**src/rtl/irq_pend_pkg.sv**
```systemverilog
package irq_pend_pkg;

    localparam int MODE_W = 3;

    localparam logic [MODE_W-1:0] MD_OFF  = 3'd0;
    localparam logic [MODE_W-1:0] MD_RISE = 3'd1;
    localparam logic [MODE_W-1:0] MD_FALL = 3'd2;
    localparam logic [MODE_W-1:0] MD_HIGH = 3'd3;
    localparam logic [MODE_W-1:0] MD_LOW  = 3'd4;

    typedef enum logic {
        ST_IDLE = 1'b0,
        ST_PEND = 1'b1
    } pend_state_e;

    typedef enum logic [2:0] {
        TR_HOLD      = 3'd0,
        TR_HW_SET    = 3'd1,
        TR_SW_SET    = 3'd2,
        TR_SW_CLR    = 3'd3,
        TR_LVL_DROP  = 3'd4,
        TR_FORCE_OFF = 3'd5
    } pend_trans_e;

    function automatic logic mode_is_edge(input logic [MODE_W-1:0] m);
        return (m == MD_RISE) || (m == MD_FALL);
    endfunction

    function automatic logic mode_is_level(input logic [MODE_W-1:0] m);
        return (m == MD_HIGH) || (m == MD_LOW);
    endfunction

    // Asserted state of a synchronized level under a given mode.
    function automatic logic level_asserted(input logic [MODE_W-1:0] m,
                                            input logic lvl);
        logic r;
        unique case (m)
            MD_RISE, MD_HIGH: r = lvl;
            MD_FALL, MD_LOW:  r = ~lvl;
            default:          r = 1'b0;
        endcase
        return r;
    endfunction

endpackage

```
**src/rtl/irq_pend_sync.sv**
```systemverilog
module irq_pend_sync #(
    parameter int WIDTH  = 8,
    parameter int STAGES = 2
) (
    input  logic             clk,
    input  logic             rst_n,
    input  logic [WIDTH-1:0] din,
    output logic [WIDTH-1:0] dout
);

    logic [WIDTH-1:0] stg_q [STAGES];

    always_ff @(posedge clk or negedge rst_n) begin
        if (!rst_n) begin
            for (int i = 0; i < STAGES; i++) begin
                stg_q[i] <= '0;
            end
        end else begin
            stg_q[0] <= din;
            for (int i = 1; i < STAGES; i++) begin
                stg_q[i] <= stg_q[i-1];
            end
        end
    end

    assign dout = stg_q[STAGES-1];

endmodule

```
**src/rtl/irq_pend_wr_dec.sv**
```systemverilog
module irq_pend_wr_dec #(
    parameter int NUM_SRC = 8,
    parameter int NUM_W   = $clog2(NUM_SRC + 1)
) (
    input  logic               clk,
    input  logic               rst_n,
    input  logic               wr_valid,
    input  logic               wr_set,
    input  logic [NUM_W-1:0]   wr_num,
    output logic [NUM_SRC-1:0] sw_set,
    output logic [NUM_SRC-1:0] sw_clr
);

    for (genvar k = 0; k < NUM_SRC; k++) begin : g_dec
        logic hit;
        assign hit       = wr_valid && (wr_num == NUM_W'(k + 1));
        assign sw_set[k] = hit & wr_set;
        assign sw_clr[k] = hit & ~wr_set;
    end

    // at most one source is touched per write
    p_single_target_r2: assert property (@(posedge clk) disable iff (!rst_n)
        $onehot0({sw_set, sw_clr}));

    // reserved and out-of-range numbers reach no source
    p_reserved_num_r2: assert property (@(posedge clk) disable iff (!rst_n)
        (wr_num == '0 || wr_num > NUM_W'(NUM_SRC)) |-> (sw_set == '0 && sw_clr == '0));

endmodule

```
**src/rtl/irq_pend_cell.sv**
```systemverilog
module irq_pend_cell
    import irq_pend_pkg::*;
(
    input  logic              clk,
    input  logic              rst_n,
    input  logic [MODE_W-1:0] mode,
    input  logic              msg_mode,
    input  logic              lvl,
    input  logic              sw_set,
    input  logic              sw_clr,
    output logic              pend
);

    pend_state_e state_q, state_d;
    pend_trans_e trans;
    logic        lvl_prev_q;
    logic        edge_md, level_md, off_md;
    logic        assert_now, assert_prev, assert_rise;

    assign edge_md     = mode_is_edge(mode);
    assign level_md    = mode_is_level(mode);
    assign off_md      = !(edge_md || level_md);
    assign assert_now  = level_asserted(mode, lvl);
    assign assert_prev = level_asserted(mode, lvl_prev_q);
    assign assert_rise = assert_now & ~assert_prev;

    always_ff @(posedge clk or negedge rst_n) begin
        if (!rst_n) begin
            lvl_prev_q <= 1'b0;
        end else begin
            lvl_prev_q <= lvl;
        end
    end

    // Transition selection
    always_comb begin
        trans = TR_HOLD;
        unique case (state_q)
            ST_IDLE: begin
                if (off_md) begin
                    trans = TR_HOLD;
                end else if (level_md && !msg_mode) begin
                    trans = assert_now ? TR_HW_SET : TR_HOLD;
                end else if (assert_rise) begin
                    trans = TR_HW_SET;
                end else if (sw_set && (edge_md || assert_now)) begin
                    trans = TR_SW_SET;
                end
            end
            ST_PEND: begin
                if (off_md) begin
                    trans = TR_FORCE_OFF;
                end else if (level_md && !msg_mode) begin
                    trans = assert_now ? TR_HOLD : TR_LVL_DROP;
                end else if (edge_md && sw_clr && !assert_rise) begin
                    trans = TR_SW_CLR;
                end
            end
        endcase
    end

    always_comb begin
        unique case (trans)
            TR_HW_SET, TR_SW_SET:                 state_d = ST_PEND;
            TR_SW_CLR, TR_LVL_DROP, TR_FORCE_OFF: state_d = ST_IDLE;
            default:                              state_d = state_q;
        endcase
    end

    // State register
    always_ff @(posedge clk or negedge rst_n) begin
        if (!rst_n) begin
            state_q <= ST_IDLE;
        end else begin
            state_q <= state_d;
        end
    end

    // Output
    always_comb begin
        pend = (state_q == ST_PEND);
    end

    // an inactive mode leaves the bit clear next cycle
    p_inactive_clear_r1: assert property (@(posedge clk) disable iff (!rst_n)
        off_md |=> !pend);

    // software set on an edge source always lands
    p_edge_sw_set_r3: assert property (@(posedge clk) disable iff (!rst_n)
        (edge_md && sw_set) |=> pend);

    // direct-mode level bit tracks the asserted level
    p_direct_follow_r5: assert property (@(posedge clk) disable iff (!rst_n)
        (level_md && !msg_mode) |=> (pend == $past(assert_now)));

    // message-mode level bit is never dropped
    p_msg_level_hold_r6: assert property (@(posedge clk) disable iff (!rst_n)
        (level_md && msg_mode && pend) |=> pend);

    // no set while the level source is not asserting
    p_msg_set_gate_r7: assert property (@(posedge clk) disable iff (!rst_n)
        (level_md && msg_mode && !pend && !assert_now) |=> !pend);

    // a detected edge wins over a clear
    p_edge_set_wins_r9: assert property (@(posedge clk) disable iff (!rst_n)
        (edge_md && assert_rise) |=> pend);

endmodule

```
**src/rtl/irq_pend_ctrl.sv**
```systemverilog
module irq_pend_ctrl
    import irq_pend_pkg::*;
#(
    parameter int NUM_SRC     = 8,
    parameter int SYNC_STAGES = 2,
    parameter int NUM_W       = $clog2(NUM_SRC + 1)
) (
    input  logic                      clk,
    input  logic                      rst_n,
    input  logic                      msg_mode,
    input  logic [NUM_SRC-1:0]        src_in,
    input  logic [NUM_SRC*MODE_W-1:0] src_mode,
    input  logic                      wr_valid,
    input  logic                      wr_set,
    input  logic [NUM_W-1:0]          wr_num,
    output logic [NUM_SRC-1:0]        pend
);

    logic [NUM_SRC-1:0] lvl_sync;
    logic [NUM_SRC-1:0] sw_set;
    logic [NUM_SRC-1:0] sw_clr;

    irq_pend_sync #(
        .WIDTH  (NUM_SRC),
        .STAGES (SYNC_STAGES)
    ) u_sync (
        .clk   (clk),
        .rst_n (rst_n),
        .din   (src_in),
        .dout  (lvl_sync)
    );

    irq_pend_wr_dec #(
        .NUM_SRC (NUM_SRC),
        .NUM_W   (NUM_W)
    ) u_dec (
        .clk      (clk),
        .rst_n    (rst_n),
        .wr_valid (wr_valid),
        .wr_set   (wr_set),
        .wr_num   (wr_num),
        .sw_set   (sw_set),
        .sw_clr   (sw_clr)
    );

    for (genvar k = 0; k < NUM_SRC; k++) begin : g_src
        irq_pend_cell u_cell (
            .clk      (clk),
            .rst_n    (rst_n),
            .mode     (src_mode[k*MODE_W +: MODE_W]),
            .msg_mode (msg_mode),
            .lvl      (lvl_sync[k]),
            .sw_set   (sw_set[k]),
            .sw_clr   (sw_clr[k]),
            .pend     (pend[k])
        );
    end

endmodule

```
**config.mk**
```make
export PLATFORM = sky130hd
export DESIGN_NAME = irq_pend_ctrl
export DESIGN_NICKNAME = d
export VERILOG_FILES = /design/src/rtl/irq_pend_pkg.sv /design/src/rtl/irq_pend_sync.sv /design/src/rtl/irq_pend_wr_dec.sv /design/src/rtl/irq_pend_cell.sv /design/src/rtl/irq_pend_ctrl.sv
export SDC_FILE = /design/constraint.sdc
export NUM_CORES = 1
export LEC_CHECK = 0
export BUFFER_PORTS_ARGS = -buffer_cell sky130_fd_sc_hd__buf_4
export CAP_MARGIN = 0
export CORE_UTILIZATION = 59
export DETAILED_ROUTE_END_ITERATION = 10
export PLACE_DENSITY = 0.86
export RECOVER_POWER = 25
export SYNTH_ARGS = -nofsm -noshare
export SYNTH_HDL_FRONTEND = slang
export SYNTH_SLANG_ARGS = --single-unit
```
**constraint.sdc**
```tcl
create_clock -name clk -period 2 [get_ports clk]
set_clock_uncertainty 0.15 [all_clocks]
set_input_delay 0.1 -clock clk [delete_from_list [all_inputs] [get_ports clk]]
set_output_delay 0.1 -clock clk [all_outputs]
set_load 0.02 [all_outputs]
```
==> results.md <==
* Die X at 63.13 µm
* Hold Vio Cnt, Final at 0
* Utilization after layout at 75.90%
* Worst Path Required at 2000 ps
* Post-synthesis sequential area ratio at 36.32%
* Layout cells sized above 1 at 20.42%
* Global route overflow at 0
* Flops & latches, synth at 32
* Initial DRC count at 121
* Num CTS Buffers at 5
* Clk pin slew, worst setup/hold paths at 60 ps
* H-tree depth at 2
* Status: completed
* Fin nets at 325
* CP max stage delay at 490 ps
* Net count after synthesis at 284
* Avg Inst Size Synth at 9.072 µm²
* Gr usage total at 26.80%
* First-pass GRT wire length at 8.266 mm
* Final WS setup at 484.9 ps
* Max_slew headroom at 73.48%
* Commonest non-fill, non-tap cell in the layout: buf_4
* Worst Hold Class: in2reg
* Fin cells at 330
* Biggest area consumer among synthesized cells: dfrtp_1
* Startpoint types: input port
* Final Cell Area at 0.002633 mm²
* Final setup viols at 0
* Worst-Margin Slew at 387.8 ps
* Hold Slack at 14.76 ps
* DRC at 0
* Post-synth EDFFs at 0
* Drt via density at 6.006
* Routed wire per std cell at 14.60 µm
* Maximum clock path buffer count at 2
* Pre-CTS WS at 248.5 ps
* Initial Util at 63.56%
* FF-to-FF path depth at 5
* Final antenna-violating net count at 0
* Asr flop ratio synth at 100.0%
* Vias in the first global route at 1838
* PortBufs at 48
* Period minus WS final at 1515 ps
* Post-synth cell types at 48
* Peak VDD IR at 0.0005493 V
* Worst Path Arrival at 1510 ps
* # Post-CTS Setup Buffers at 0
* Yosys warnings at 0
* DP HPWL at 3.348 mm
* Row count at 21
* Setup TNS at 0 ps
* CTS tree: built
* Ranking of synthesized cells by area: dfrtp_1 (36%), o311ai_1 (4.0%), nor2_1 (3.7%)
* CP cell instances: buf_4, or4b_1, o311ai_1, mux2i_1, a2111oi_1, nor3_1
* Post-Route WL at 4.818 mm
* Worst-Skew Late Latency at 280 ps
* CTS root buffer: clkbuf_8
* Mapped cell area at 0.002205 mm²
* N_diodes at 0
* Critical-path top delay cell: or4b_1
* Clock sinks at 32
* Cells after DPL at 314
* Commonest non-fill, non-tap cells in the layout: buf_4 (46), dfrtp_1 (32), nor2_1 (22), a21oi_1 (16), inv_1 (14)
* Syn Inst Count at 243
* DR vias at 1982
* DRT Pass-1 Iters at 4
* Synth Flop Type: dfrtp_1
* Max-Cap Viols at 0
* Initial antenna violation count at 0
* RSZ-0062 raised after global routing: no
* Crit Path Class: in2reg
* Fmax at 0.6600 GHz
* Placed Area at 0.002465 mm²
* Max-slew violation count at 0
* Largest net degree at the start of global routing at 33
* Power Density at 600.7 mW/mm²
* I/O pin cnt at 49
* Fill count at 269
* Worst hold stages at 4
* Setup crit end kind: register
* Core ar. at 0.003468 mm²
* Crit-path max FO at 25
* Power, Total at 1.581 mW
* Full die area at 0.003985 mm²
* Die Y at 63.13 µm
* Lkg Pwr at 1.126 nW
* P&R area growth vs syn at 19.41%
* RD Place Congestion at 0.9050
* Period utilization at 75.76%
* Share of the synthesized area in the top cell type at 36.32%
==> cell usage after synthesis (2+ instances only) <==
cell type and n:
a311oi_1 5, or3_1 6, xor2_1 6, nor3_1 13
nor4b_1 3, xnor2_1 2, nor2_1 22, nand2b_1 6
a31oi_1 4, o21ai_0 8, o32ai_1 3, a21oi_1 16
dfrtp_1 32, nor4_1 2, inv_1 14, and3b_1 2
nand4b_1 3, o22a_1 2, nor2b_1 4, a2111oi_0 2
clkbuf_1 4, and4bb_1 2, and3_1 2, mux2i_1 8
nand3_1 3, nor3b_1 10, o311ai_1 10, and4_1 2
buf_6 2, o21a_1 2, nand3b_1 3, or4b_1 5
buf_2 6, a311o_1 2, nand2_1 5, buf_4 10
==> logic make-up after synthesis <==
kind of cell | count (synthesis) | share of synthesized area, %
buffers and inverters | 37 | 9.534
and+or+nand+nor | 100 | 28.66
AOI/OAI and AO/OA | 58 | 18.67
DFF | 32 | 36.32
muxes | 8 | 3.632
xor gates and xnor gates | 8 | 3.178
==> power by group <==
part	leakage (nW)	internal (mW)	switching [mW]
registers	0.380	0.693	0.0329
logic	0.705	0.191	0.213
clock network	0.0410	0.236	0.216
==> path summary, 6_finish.rpt <==
kind | startpoint | to | slack [ps]
max in group asynchronous | rst_n | u_sync.stg_q[8] | 1260
min reg2reg | u_sync.stg_q[13] | u_sync.dout[5] | 200
max reg2reg | g_src[1].u_cell.pend | g_src[1].u_cell.pend | 540
min in group asynchronous | rst_n | u_sync.dout[0] | 160
max | msg_mode | g_src[5].u_cell.pend | 480
min | src_mode[6] | g_src[2].u_cell.pend | 10
==> timing repair <==
item | 4_1_cts | 5_1_grt
endpoints found under the setup margin | 0 | 0
endpoints found under the hold margin | 40 | 0
resized for setup | 0 | 0
hold buffers | 9 | 0
==> critical path: cells and delay by family <==
| kind | cells | cell delay (ps) |
|---|---|---|
| muxes | 1 | 170 |
| AOI/OAI and AO/OA | 2 | 450 |
| and+or+nand+nor | 2 | 610 |
| buffers and inverters | 1 | 190 |
==> area by class of cell <==
| cell class | instances | area [µm²] | share of cell area (%) |
|---|---|---|---|
| multi-input combinational | 174 | 1194 | 45.34 |
| sequential | 32 | 800.8 | 30.42 |
| timing repair buffer | 57 | 450.4 | 17.11 |
| clock buffer | 6 | 72.57 | 2.757 |
| tap | 46 | 57.56 | 2.186 |
| inverter | 14 | 52.55 | 1.996 |
| clock inverter | 1 | 5.005 | 0.1901 |
==> flip-flops by register name, indices dropped and copies added, names as in the netlist <==
| signal | flops |
|---|---|
| g_src.u_cell.pend | 8 |
| g_src.u_cell.lvl_prev_q | 8 |
| u_sync.stg_q | 8 |
| u_sync.dout | 8 |
==> per-layer routing <==
| layer | up-vias | wire, µm | GRT usage (%) |
|---|---|---|---|
| met5 | - | 0 | 0 |
| met4 | 0 | 65 | 10.17 |
| met3 | 6 | 221 | 5.435 |
| met2 | 56 | 2363 | 45.03 |
| met1 | 933 | 2167 | 33.73 |
| li1 | 987 | - | - |
(Power assumes the default switching activity.)
